### src/rtl/tmr_base_pkg.sv
package tmr_base_pkg;
  localparam int unsigned ADDR_W = 3;

  localparam logic [ADDR_W-1:0] A_CTRL = 3'd0;
  localparam logic [ADDR_W-1:0] A_PER  = 3'd1;
  localparam logic [ADDR_W-1:0] A_DIV  = 3'd2;
  localparam logic [ADDR_W-1:0] A_CNT  = 3'd3;
  localparam logic [ADDR_W-1:0] A_FLAG = 3'd4;

  localparam int unsigned B_RUN    = 0;
  localparam int unsigned B_UDIS   = 1;
  localparam int unsigned B_BUF    = 2;
  localparam int unsigned B_DIR    = 3;
  localparam int unsigned B_CENTER = 4;

  typedef struct packed {
    logic center;
    logic buf_en;
    logic upd_dis;
    logic run;
  } ctrl_t;
endpackage

### src/rtl/tmr_base_regs.sv
module tmr_base_regs
  import tmr_base_pkg::*;
#(
  parameter int unsigned DATA_W  = 16,
  parameter int unsigned CNT_W   = 16,
  parameter int unsigned PSC_W   = 16,
  parameter logic [CNT_W-1:0] PER_RST = '1
) (
  input  logic              clk_i,
  input  logic              rst_ni,
  input  logic              wr_en_i,
  input  logic [ADDR_W-1:0] wr_addr_i,
  input  logic [DATA_W-1:0] wr_data_i,
  input  logic              uev_i,
  output ctrl_t             ctrl_o,
  output logic [CNT_W-1:0]  per_act_o,
  output logic [CNT_W-1:0]  per_pre_o,
  output logic [PSC_W-1:0]  div_act_o,
  output logic              flag_o,
  output logic              dir_wr_o,
  output logic              dir_wdata_o,
  output logic              cnt_wr_o
);
  ctrl_t            ctrl_q;
  logic [CNT_W-1:0] per_act_q, per_pre_q;
  logic [PSC_W-1:0] div_act_q, div_pre_q;
  logic             flag_q;
  logic             wr_ctrl, wr_per, wr_div, wr_flag;

  assign wr_ctrl = wr_en_i && (wr_addr_i == A_CTRL);
  assign wr_per  = wr_en_i && (wr_addr_i == A_PER);
  assign wr_div  = wr_en_i && (wr_addr_i == A_DIV);
  assign wr_flag = wr_en_i && (wr_addr_i == A_FLAG);

  always_ff @(posedge clk_i or negedge rst_ni) begin
    if (!rst_ni) begin
      ctrl_q    <= '0;
      per_act_q <= PER_RST;
      per_pre_q <= PER_RST;
      div_act_q <= '0;
      div_pre_q <= '0;
      flag_q    <= 1'b0;
    end else begin
      if (wr_ctrl) begin
        ctrl_q.run     <= wr_data_i[B_RUN];
        ctrl_q.upd_dis <= wr_data_i[B_UDIS];
        ctrl_q.buf_en  <= wr_data_i[B_BUF];
        ctrl_q.center  <= wr_data_i[B_CENTER];
      end
      if (wr_per) begin
        per_pre_q <= wr_data_i[CNT_W-1:0];
        if (!ctrl_q.buf_en) per_act_q <= wr_data_i[CNT_W-1:0];
      end
      if (wr_div) div_pre_q <= wr_data_i[PSC_W-1:0];
      if (uev_i) begin
        div_act_q <= div_pre_q;
        if (ctrl_q.buf_en) per_act_q <= per_pre_q;
      end
      // hardware set outranks software clear
      if (uev_i)                       flag_q <= 1'b1;
      else if (wr_flag && !wr_data_i[0]) flag_q <= 1'b0;
    end
  end

  assign ctrl_o      = ctrl_q;
  assign per_act_o   = per_act_q;
  assign per_pre_o   = per_pre_q;
  assign div_act_o   = div_act_q;
  assign flag_o      = flag_q;
  assign dir_wr_o    = wr_ctrl;
  assign dir_wdata_o = wr_data_i[B_DIR];
  assign cnt_wr_o    = wr_en_i && (wr_addr_i == A_CNT);

  a_r10_set_wins: assert property (@(posedge clk_i) disable iff (!rst_ni)
    uev_i |=> flag_q);
  a_r7_div_hold: assert property (@(posedge clk_i) disable iff (!rst_ni)
    !uev_i |=> $stable(div_act_q));
  a_r6_per_hold: assert property (@(posedge clk_i) disable iff (!rst_ni)
    (ctrl_q.buf_en && !uev_i) |=> $stable(per_act_q));
  a_r5_per_now: assert property (@(posedge clk_i) disable iff (!rst_ni)
    (wr_per && !ctrl_q.buf_en) |=> per_act_q == $past(wr_data_i[CNT_W-1:0]));
endmodule

### src/rtl/tmr_base_psc.sv
module tmr_base_psc #(
  parameter int unsigned PSC_W = 16
) (
  input  logic             clk_i,
  input  logic             rst_ni,
  input  logic             run_i,
  input  logic             uev_i,
  input  logic [PSC_W-1:0] div_i,
  output logic             tick_o
);
  logic [PSC_W-1:0] psc_q;

  assign tick_o = run_i && (psc_q == div_i);

  always_ff @(posedge clk_i or negedge rst_ni) begin
    if (!rst_ni)     psc_q <= '0;
    else if (uev_i)  psc_q <= '0;
    else if (run_i)  psc_q <= tick_o ? '0 : psc_q + PSC_W'(1);
  end

  a_r8_restart: assert property (@(posedge clk_i) disable iff (!rst_ni)
    uev_i |=> psc_q == '0);
  a_r11_psc_freeze: assert property (@(posedge clk_i) disable iff (!rst_ni)
    (!run_i && !uev_i) |=> $stable(psc_q));
endmodule

### src/rtl/tmr_base_cnt.sv
module tmr_base_cnt #(
  parameter int unsigned CNT_W = 16
) (
  input  logic             clk_i,
  input  logic             rst_ni,
  input  logic             tick_i,
  input  logic             center_i,
  input  logic             upd_dis_i,
  input  logic             buf_en_i,
  input  logic [CNT_W-1:0] per_act_i,
  input  logic [CNT_W-1:0] per_pre_i,
  input  logic             dir_wr_i,
  input  logic             dir_wdata_i,
  input  logic             cnt_wr_i,
  input  logic [CNT_W-1:0] cnt_wdata_i,
  output logic [CNT_W-1:0] cnt_o,
  output logic             dir_o,
  output logic             wrap_o
);
  localparam logic [CNT_W-1:0] ONE = CNT_W'(1);

  logic [CNT_W-1:0] cnt_q, cnt_d, reload;
  logic [CNT_W:0]   cnt_inc;
  logic             dir_q, dir_d, wrap;

  assign cnt_inc = {1'b0, cnt_q} + {1'b0, ONE};
  // reload with the period that becomes active on this event
  assign reload  = (!upd_dis_i && buf_en_i) ? per_pre_i : per_act_i;

  always_comb begin
    cnt_d = cnt_q;
    dir_d = dir_q;
    wrap  = 1'b0;
    if (dir_wr_i && !center_i) dir_d = dir_wdata_i;
    if (cnt_wr_i) begin
      cnt_d = cnt_wdata_i;
    end else if (tick_i) begin
      if (!center_i) begin
        if (!dir_q) begin
          if (cnt_q >= per_act_i) begin cnt_d = '0; wrap = 1'b1; end
          else cnt_d = cnt_inc[CNT_W-1:0];
        end else begin
          if (cnt_q == '0) begin cnt_d = reload; wrap = 1'b1; end
          else cnt_d = cnt_q - ONE;
        end
      end else begin
        if (!dir_q) begin
          if (cnt_inc >= {1'b0, per_act_i}) begin
            cnt_d = per_act_i; dir_d = 1'b1; wrap = 1'b1;
          end else cnt_d = cnt_inc[CNT_W-1:0];
        end else begin
          if (cnt_q <= ONE) begin
            cnt_d = '0; dir_d = 1'b0; wrap = 1'b1;
          end else cnt_d = cnt_q - ONE;
        end
      end
    end
  end

  always_ff @(posedge clk_i or negedge rst_ni) begin
    if (!rst_ni) begin
      cnt_q <= '0;
      dir_q <= 1'b0;
    end else begin
      cnt_q <= cnt_d;
      dir_q <= dir_d;
    end
  end

  assign cnt_o  = cnt_q;
  assign dir_o  = dir_q;
  assign wrap_o = wrap;

  a_r2_up_wrap: assert property (@(posedge clk_i) disable iff (!rst_ni)
    (tick_i && !cnt_wr_i && !center_i && !dir_q && cnt_q == per_act_i) |=> cnt_q == '0);
  a_r4_center_turn: assert property (@(posedge clk_i) disable iff (!rst_ni)
    (tick_i && !cnt_wr_i && center_i && dir_q && cnt_q == ONE) |=> (!dir_q && cnt_q == '0));
  a_r9_dir_locked: assert property (@(posedge clk_i) disable iff (!rst_ni)
    (center_i && !tick_i) |=> $stable(dir_q));
  a_r12_cnt_load: assert property (@(posedge clk_i) disable iff (!rst_ni)
    cnt_wr_i |=> cnt_q == $past(cnt_wdata_i));
endmodule

### src/rtl/tmr_base.sv
module tmr_base
  import tmr_base_pkg::*;
#(
  parameter int unsigned DATA_W  = 16,
  parameter int unsigned CNT_W   = 16,
  parameter int unsigned PSC_W   = 16,
  parameter logic [CNT_W-1:0] PER_RST = '1
) (
  input  logic              clk_i,
  input  logic              rst_ni,
  input  logic              wr_en_i,
  input  logic [ADDR_W-1:0] wr_addr_i,
  input  logic [DATA_W-1:0] wr_data_i,
  output logic [CNT_W-1:0]  cnt_o,
  output logic              dir_o,
  output logic              flag_o
);
  ctrl_t            ctrl;
  logic [CNT_W-1:0] per_act, per_pre;
  logic [PSC_W-1:0] div_act;
  logic             dir_wr, dir_wdata, cnt_wr, tick, wrap, uev;

  assign uev = wrap && !ctrl.upd_dis;

  tmr_base_regs #(
    .DATA_W(DATA_W), .CNT_W(CNT_W), .PSC_W(PSC_W), .PER_RST(PER_RST)
  ) u_regs (
    .clk_i(clk_i), .rst_ni(rst_ni),
    .wr_en_i(wr_en_i), .wr_addr_i(wr_addr_i), .wr_data_i(wr_data_i),
    .uev_i(uev), .ctrl_o(ctrl),
    .per_act_o(per_act), .per_pre_o(per_pre), .div_act_o(div_act),
    .flag_o(flag_o), .dir_wr_o(dir_wr), .dir_wdata_o(dir_wdata), .cnt_wr_o(cnt_wr)
  );

  tmr_base_psc #(.PSC_W(PSC_W)) u_psc (
    .clk_i(clk_i), .rst_ni(rst_ni), .run_i(ctrl.run), .uev_i(uev),
    .div_i(div_act), .tick_o(tick)
  );

  tmr_base_cnt #(.CNT_W(CNT_W)) u_cnt (
    .clk_i(clk_i), .rst_ni(rst_ni), .tick_i(tick),
    .center_i(ctrl.center), .upd_dis_i(ctrl.upd_dis), .buf_en_i(ctrl.buf_en),
    .per_act_i(per_act), .per_pre_i(per_pre),
    .dir_wr_i(dir_wr), .dir_wdata_i(dir_wdata),
    .cnt_wr_i(cnt_wr), .cnt_wdata_i(wr_data_i[CNT_W-1:0]),
    .cnt_o(cnt_o), .dir_o(dir_o), .wrap_o(wrap)
  );

  a_r11_freeze: assert property (@(posedge clk_i) disable iff (!rst_ni)
    (!ctrl.run && !cnt_wr) |=> $stable(cnt_o));
  a_r7_no_flag: assert property (@(posedge clk_i) disable iff (!rst_ni)
    (ctrl.upd_dis && !flag_o) |=> !flag_o);
endmodule

### config.mk
export PLATFORM = sky130hd
export DESIGN_NAME = tmr_base
export DESIGN_NICKNAME = d
export VERILOG_FILES = /design/src/rtl/tmr_base_pkg.sv /design/src/rtl/tmr_base_regs.sv /design/src/rtl/tmr_base_psc.sv /design/src/rtl/tmr_base_cnt.sv /design/src/rtl/tmr_base.sv
export SDC_FILE = /design/constraint.sdc
export NUM_CORES = 1
export LEC_CHECK = 0
export BUFFER_PORTS_ARGS = -buffer_cell sky130_fd_sc_hd__buf_2
export CAP_MARGIN = 20
export CORE_AREA = 3 3 78 153
export CTS_CLUSTER_DIAMETER = 200
export CTS_CLUSTER_SIZE = 25
export DETAILED_ROUTE_END_ITERATION = 6
export DIE_AREA = 0 0 81 156
export PLACE_DENSITY = 0.8
export SETUP_SLACK_MARGIN = 0.2
export SKIP_LAST_GASP = 1
export SYNTH_ARGS = -nofsm -noshare
export SYNTH_HDL_FRONTEND = slang
export SYNTH_SLANG_ARGS = --single-unit
### constraint.sdc
create_clock -name clk_i -period 4.7 [get_ports clk_i]
set_input_delay 0 -clock clk_i [delete_from_list [all_inputs] [get_ports clk_i]]
set_output_delay 0 -clock clk_i [all_outputs]
set_load 0.005 [all_outputs]
# After elaboration in Yosys (flattened, before gate mapping)
# Cells that the tools add are included.
[op_classes]
n_reduce_logical = 18
n_addsub = 3
eq_ne = 5
mux = 35
order_cmp = 3
[ops]
columns = ["cell", "n"]
rows = [
  ["two-way mux 16 bit", 17],
  ["two-way mux 1 bit", 18],
  ["adder 16 x 1 -> 17 bit, second input constant", 1],
  [">= comparator 17 x 16 -> 1 bit", 1],
  ["adder 16 x 1 -> 16 bit, second input constant", 1],
  ["equality test 16 bit", 1],
  [">= comparator 16 bit", 1],
  ["less-or-equal comparator 16 x 1 -> 1 bit, second input constant", 1],
  ["logical NOT 16 bit", 1],
  ["subtractor 16 x 1 -> 16 bit, second input constant", 1],
  ["logical AND 1 bit", 10],
  ["equality test 3 x 2 -> 1 bit, second input constant", 2],
  ["nonzero test 2 bit", 3],
  ["equality test 3 x 1 -> 1 bit, second input constant", 1],
  ["equality test 3 bit, second input constant", 1],
  ["logical NOT 1 bit", 3],
  ["logical NOT 3 bit", 1],
]
[totals]
reg_bits = 102

# Longest topological paths before layout
[logic_depth]
word_depth = 9
mapped_depth = 16
ltp_nobuf = 14

# Hierarchy
# Synthesis repeated with hierarchy kept, for this count alone.
[hier_totals]
hier_cells = 810
hier_area_um2 = 7379.6
[by_module_without_submodules]
columns = ["mod", "cells_each", "seq_area_each_um2", "area_each_um2", "n_inst"]
rows = [
  ["tmr_base_cnt", 456, 425.4, 3355.7, 1],
  ["tmr_base_regs", 230, 1766.7, 2910.3, 1],
  ["tmr_base_psc", 123, 400.4, 1099.8, 1],
  ["tmr_base", 1, 0.0, 13.8, 1],
]

# Worst setup path after synthesis
# No wires, ideal clock.
[synth_path]
kind = "register to register"
start = "register u_cnt.cnt_q[2] (netlist: u_cnt.cnt_o[2])"
end = "register u_cnt.cnt_q[0] (netlist: u_cnt.cnt_o[0])"
arrival_ns = 3.768
path_stages_with_launch = 17
setup_time_ns = 0.126
required_ns = 4.574
path_slack_ns = 0.806
path_cell_list = "dfrtp_1 > clkbuf_1 > nand2_1 > nor2_1 > and4_1 > nand2_1 > xnor2_1 > ha_1 > and3_1 > a221o_1 > a311oi_1 > o21ai_1 > and2_1 > a21o_1 > clkbuf_1 > a221o_1 > a2bb2oi_1"
[synth_between]
elab_chain_cells = 7
elab_cells_between_ends = 14
cone_classes = "add/sub: 1; order compare: 3; mux: 9; reduce/logical: 1"
[synth_rtl]
columns = ["item", "line_no", "text"]
rows = [
  ["start, declared", "tmr_base_cnt.sv:22", "logic [CNT_W-1:0] cnt_q, cnt_d, reload;"],
  ["start signal, assigned", "tmr_base_cnt.sv:65", "cnt_q <= cnt_d;"],
  ["adder 16 x 1 -> 17 bit", "tmr_base_cnt.sv:26", "assign cnt_inc = {1'b0, cnt_q} + {1'b0, ONE};"],
  [">= comparator 17 x 16 -> 1 bit", "tmr_base_cnt.sv:48", "if (cnt_inc >= {1'b0, per_act_i}) begin"],
  ["two-way mux 16 bit", "tmr_base_cnt.sv:48", ""],
  ["two-way mux 16 bit", "tmr_base_cnt.sv:47", "if (!dir_q) begin"],
  ["two-way mux 16 bit (*)", "tmr_base_cnt.sv:38", "if (!center_i) begin"],
  ["two-way mux 16 bit (*)", "tmr_base_cnt.sv:37", "end else if (tick_i) begin"],
  ["two-way mux 16 bit (*)", "tmr_base_cnt.sv:35", "if (cnt_wr_i) begin"],
]
# Every way passes the cells marked *; elsewhere a longest branch is shown, timed or not. The select of a mux whose other input is x is not followed.
# A chain may end at the register's enable or synchronous reset.

# Final worst setup path
[layout_path]
start = "register u_cnt.cnt_q[0] (netlist: u_cnt.cnt_o[0])"
end = "register u_cnt.cnt_q[0] (netlist: u_cnt.cnt_o[0])"
# The elaborated chain is that of the path after synthesis.

==> run_results.csv <==
group,metric,value,unit
synth,synthAdderAreaFrac,6.920,%
synth,synth_mux_area_share,8.472,%
pwr,peakVddDrop,0.3546,mV
routing,drc,0,
pwr,p_sw,1848,µW
timing,final_hold_viol_count,0,
synth,synth_top_family_by_area,"compound AO/OA/AOI/OAI gates",
timing,worstMarginPinSlew,0.9481,ns
synth,syn_area_per_cell,9.305,µm²
pwr,p_int,2445,µW
layout,final_area,7498,µm²
timing,timing.final.max_slew_violations,0,
setup_path,worstSetupPathType,"reg2reg",
pwr,power_density,572.5,nW/µm²
clock_tree,cts_tree,"built",
synth,postSynth.asyncResetShare,100.0,%
floorplan,start_util,61.12,%
setup_path,cp-startpoint,"u_cnt.cnt_o[0]",
synth,synth_top_area_cell,"dfrtp_1",
timing,post-route-period-util,91.61,%
layout,layout_common_cells,"nand2_1 (73), dfrtp_1 (68), o21ai_0 (47), a21oi_1 (39), buf_2 (38)",
placed_design,io_buffers,39,
placed_design,place_hpwl,14.00,mm
setup_path,start_kind,"flip-flop",
routing,wl_per_cell,20.88,µm
clock_tree,clockBufferDepth,2,
floorplan,die_h,156,µm
floorplan,num_rows,54,
placed_design,place.gp.congestion,1.035,
global_routing,grt_start_max_net_pins,78,
synth,ys_types,63,
setup_path,cp_max_fo,10,
pwr,swShare,43.05,%
synth,syn_area,6690,µm²
floorplan,num_io_pins,40,
floorplan,coreArea,10950,µm²
global_routing,grt_pass1_vias,5969,
timing,setup-tns-final,0,ns
layout,drive_above_1_share,20.29,%
clock_tree,clock-sinks,102,
timing,finClkSkew,0.01370,ns
floorplan,die_area,12640,µm²
hold_path,worstHoldPathType,"in2reg",
setup_path,critPathMaxStageDelay,0.45,ns
placed_design,place_area,7005,µm²
timing,fmax,0.2322,GHz
floorplan,fp.dieW,81,µm
synth,synth_edf_count,0,
synth,synthSimpleGateAreaFrac,17.17,%
setup_path,r2r-start,"u_cnt.cnt_o[0]",
routing,drtIter0Drc,509,
timing,holdWs,0.01582,ns
pwr,power.share.clock,17.4,%
hold_path,worst_hold_startpoint,"wr_en_i",
synth,synth-seq-area-share,38.75,%
global_routing,antenna_found_initial,0,
layout,area_growth,12.08,%
pwr,leakage,0.003320,µW
layout,final_common_cell,"nand2_1",
synth,yosysWarningCount,0,
layout,antenna_cells,0,
layout,fin_util,68.51,%
routing,drt-vias-per-instance,6.544,
global_routing,grt-ovfl-total,0,
layout,final_nets,818,
routing,drtAntennaViolNets,0,
synth,synth_top_area_share,26.18,%
clock_tree,clk_pin_slew,0.07,ns
setup_path,worstPathArrival,4.53,ns
synth,synthXorXnorAreaFrac,5.629,%
pwr,power_frac_comb,45.5,%
clock_tree,cts_buffers,9,
routing,routed_wl,18.88,mm
run_status,status,"complete, no violations",
global_routing,grt_pass1_wl,30.54,mm
clock_tree,insertion_delay,0.35,ns
setup_path,required,4.93,ns
synth,synthTopCellsByArea,"dfrtp_1 (26%), dfstp_2 (13%), ha_1 (6.9%)",
synth,syn_inst,719,
routing,dr.pass1.iters,6,
pwr,p_seq_share,37.1,%
routing,vias,5916,
setup_path,crit_chain,"ha_1 -> and4_1 -> and4_1 -> nand4_1 -> xnor2_1 -> ha_1 -> and3_1 -> a221o_1 -> a311oi_2 -> o21ai_2 -> and2_1 -> a21o_1 -> a221o_1 -> a2bb2oi_1",
timing,rsz0062_at_grt,"false",
synth,synth-compound-area-share,18.25,%
clock_tree,htreeDepth,3,
global_routing,grt_usage,31.64,%
timing,setup_viol,0,
clock_tree,cts_root_buf,"clkbuf_16",
setup_path,crit_path_top_delay_cell,"dfrtp_2",
setup_path,endpoint_kind,"flip-flop",
flow_run,drv_cap,0,
synth,synthFlopType,"dfrtp_1",
synth,ys_ff_latch,102,
timing,maxSlewHeadroom,36.56,%
synth,synth_fp_nets,778,
timing,fin_crit,4.306,ns
layout,n_fill_cell,875,
==> synthesized netlist by cell type, drive strengths merged, types with 24 or more instances <==
| library cell | n |
|---|---|
| nand2 | 74 |
| dfstp | 32 |
| mux2 | 37 |
| nor2 | 36 |
| a21oi | 39 |
| clkbuf | 34 |
| xnor2 | 24 |
| a211oi | 25 |
| dfrtp | 70 |
| inv | 33 |
| o21ai | 48 |
| ha | 37 |
==> state kept, by name, summed over array words and instances, names as in the netlist <==
signal            cells
u_cnt.dir_o           1
u_regs.per_act_o     16
u_regs.flag_o         1
u_regs.div_act_o     16
u_regs.div_pre_q     16
u_regs.ctrl_o         4
u_cnt.cnt_o          16
u_regs.per_pre_o     16
u_psc.psc_q          16
==> final cells by class <==
cell class	count	area (µm²)	area share [%]
well taps	140	175.2	2.336
inverters	33	123.9	1.652
clock buffers	10	229.0	3.054
repair buffers	74	504.2	6.725
flip-flops and latches	102	2595	34.61
multi-input cells	539	3802	50.71
clock inverters	6	68.82	0.9177
==> worst max-delay path: cells and delay by family, from the launching register on <==
family                   cells  cell delay [ns]
AND/OR/NAND/NOR              5             1.22
XOR/XNOR                     1             0.23
adder cells (fa/ha/maj)      2             0.51
AO/OA/AOI/OAI                6             1.78
flip-flops                   1             0.45
==> routing by layer <==
| layer | share of wire [%] | GRT usage [%] |
|---|---|---|
| met5 | 0 | 0 |
| met4 | 7.1 | 21.51 |
| met3 | 5.7 | 5.202 |
| met2 | 52 | 53.51 |
| met1 | 35 | 35.48 |
==> cell families (layout without fill, tap and decap cells) <==
| logic type | Yosys count | after routing |
|---|---|---|
| AO/OA/AOI/OAI | 189 | 189 |
| XOR/XNOR | 43 | 43 |
| adder cells (fa/ha/maj) | 37 | 37 |
| buffers and inverters | 78 | 123 |
| flip-flops | 102 | 102 |
| multiplexers | 52 | 52 |
| AND/OR/NAND/NOR | 218 | 218 |
==> worst paths after layout <==
check | end | slack, ns | cells after the start
worst max-delay path | u_cnt.cnt_o[0] | 0.39 | 14
worst min-delay path | u_regs.flag_o | 0.02 | 3
worst max register to register | u_cnt.cnt_o[0] | 0.39 | 14
worst min register to register | u_regs.div_pre_q[4] | 0.50 | 1
max in group asynchronous | u_cnt.cnt_o[0] | 3.28 | 3
min in group asynchronous | u_regs.div_pre_q[14] | 0.10 | 2
==> power by group through the flow <==
stage	clock network, µW	logic [µW]	registers [µW]
floorplan	0	1400	1400
global placement	0	1800	1550
detailed placement	0	1860	1580
CTS	759	1900	1570
global route	793	2150	1620
finish	747	1950	1590
==> per-stage QoR <==
stage | total power (µW) | std cells | worst slack (ns)
2_1_floorplan | 2797 | 719 | 0.8056
3_3_place_gp | 3351 | 871 | 0.4558
3_5_place_dp | 3437 | 871 | 0.2157
4_1_cts | 4225 | 903 | 0.2257
5_1_grt | 4569 | 904 | 0.2477
6_report | 4293 | 904 | 0.3943
==> timing repair <==
| action | CTS | global route |
|---|---|---|
| resized for setup | 1 | 5 |
| setup buffers | 0 | 0 |
| pin swaps | 0 | 0 |
| endpoints found under the hold margin | 49 | 0 |
| hold buffers | 16 | 0 |
| setup endpoints to repair | 1 | 36 |
Note: power is estimated with default switching activity, not from simulation.
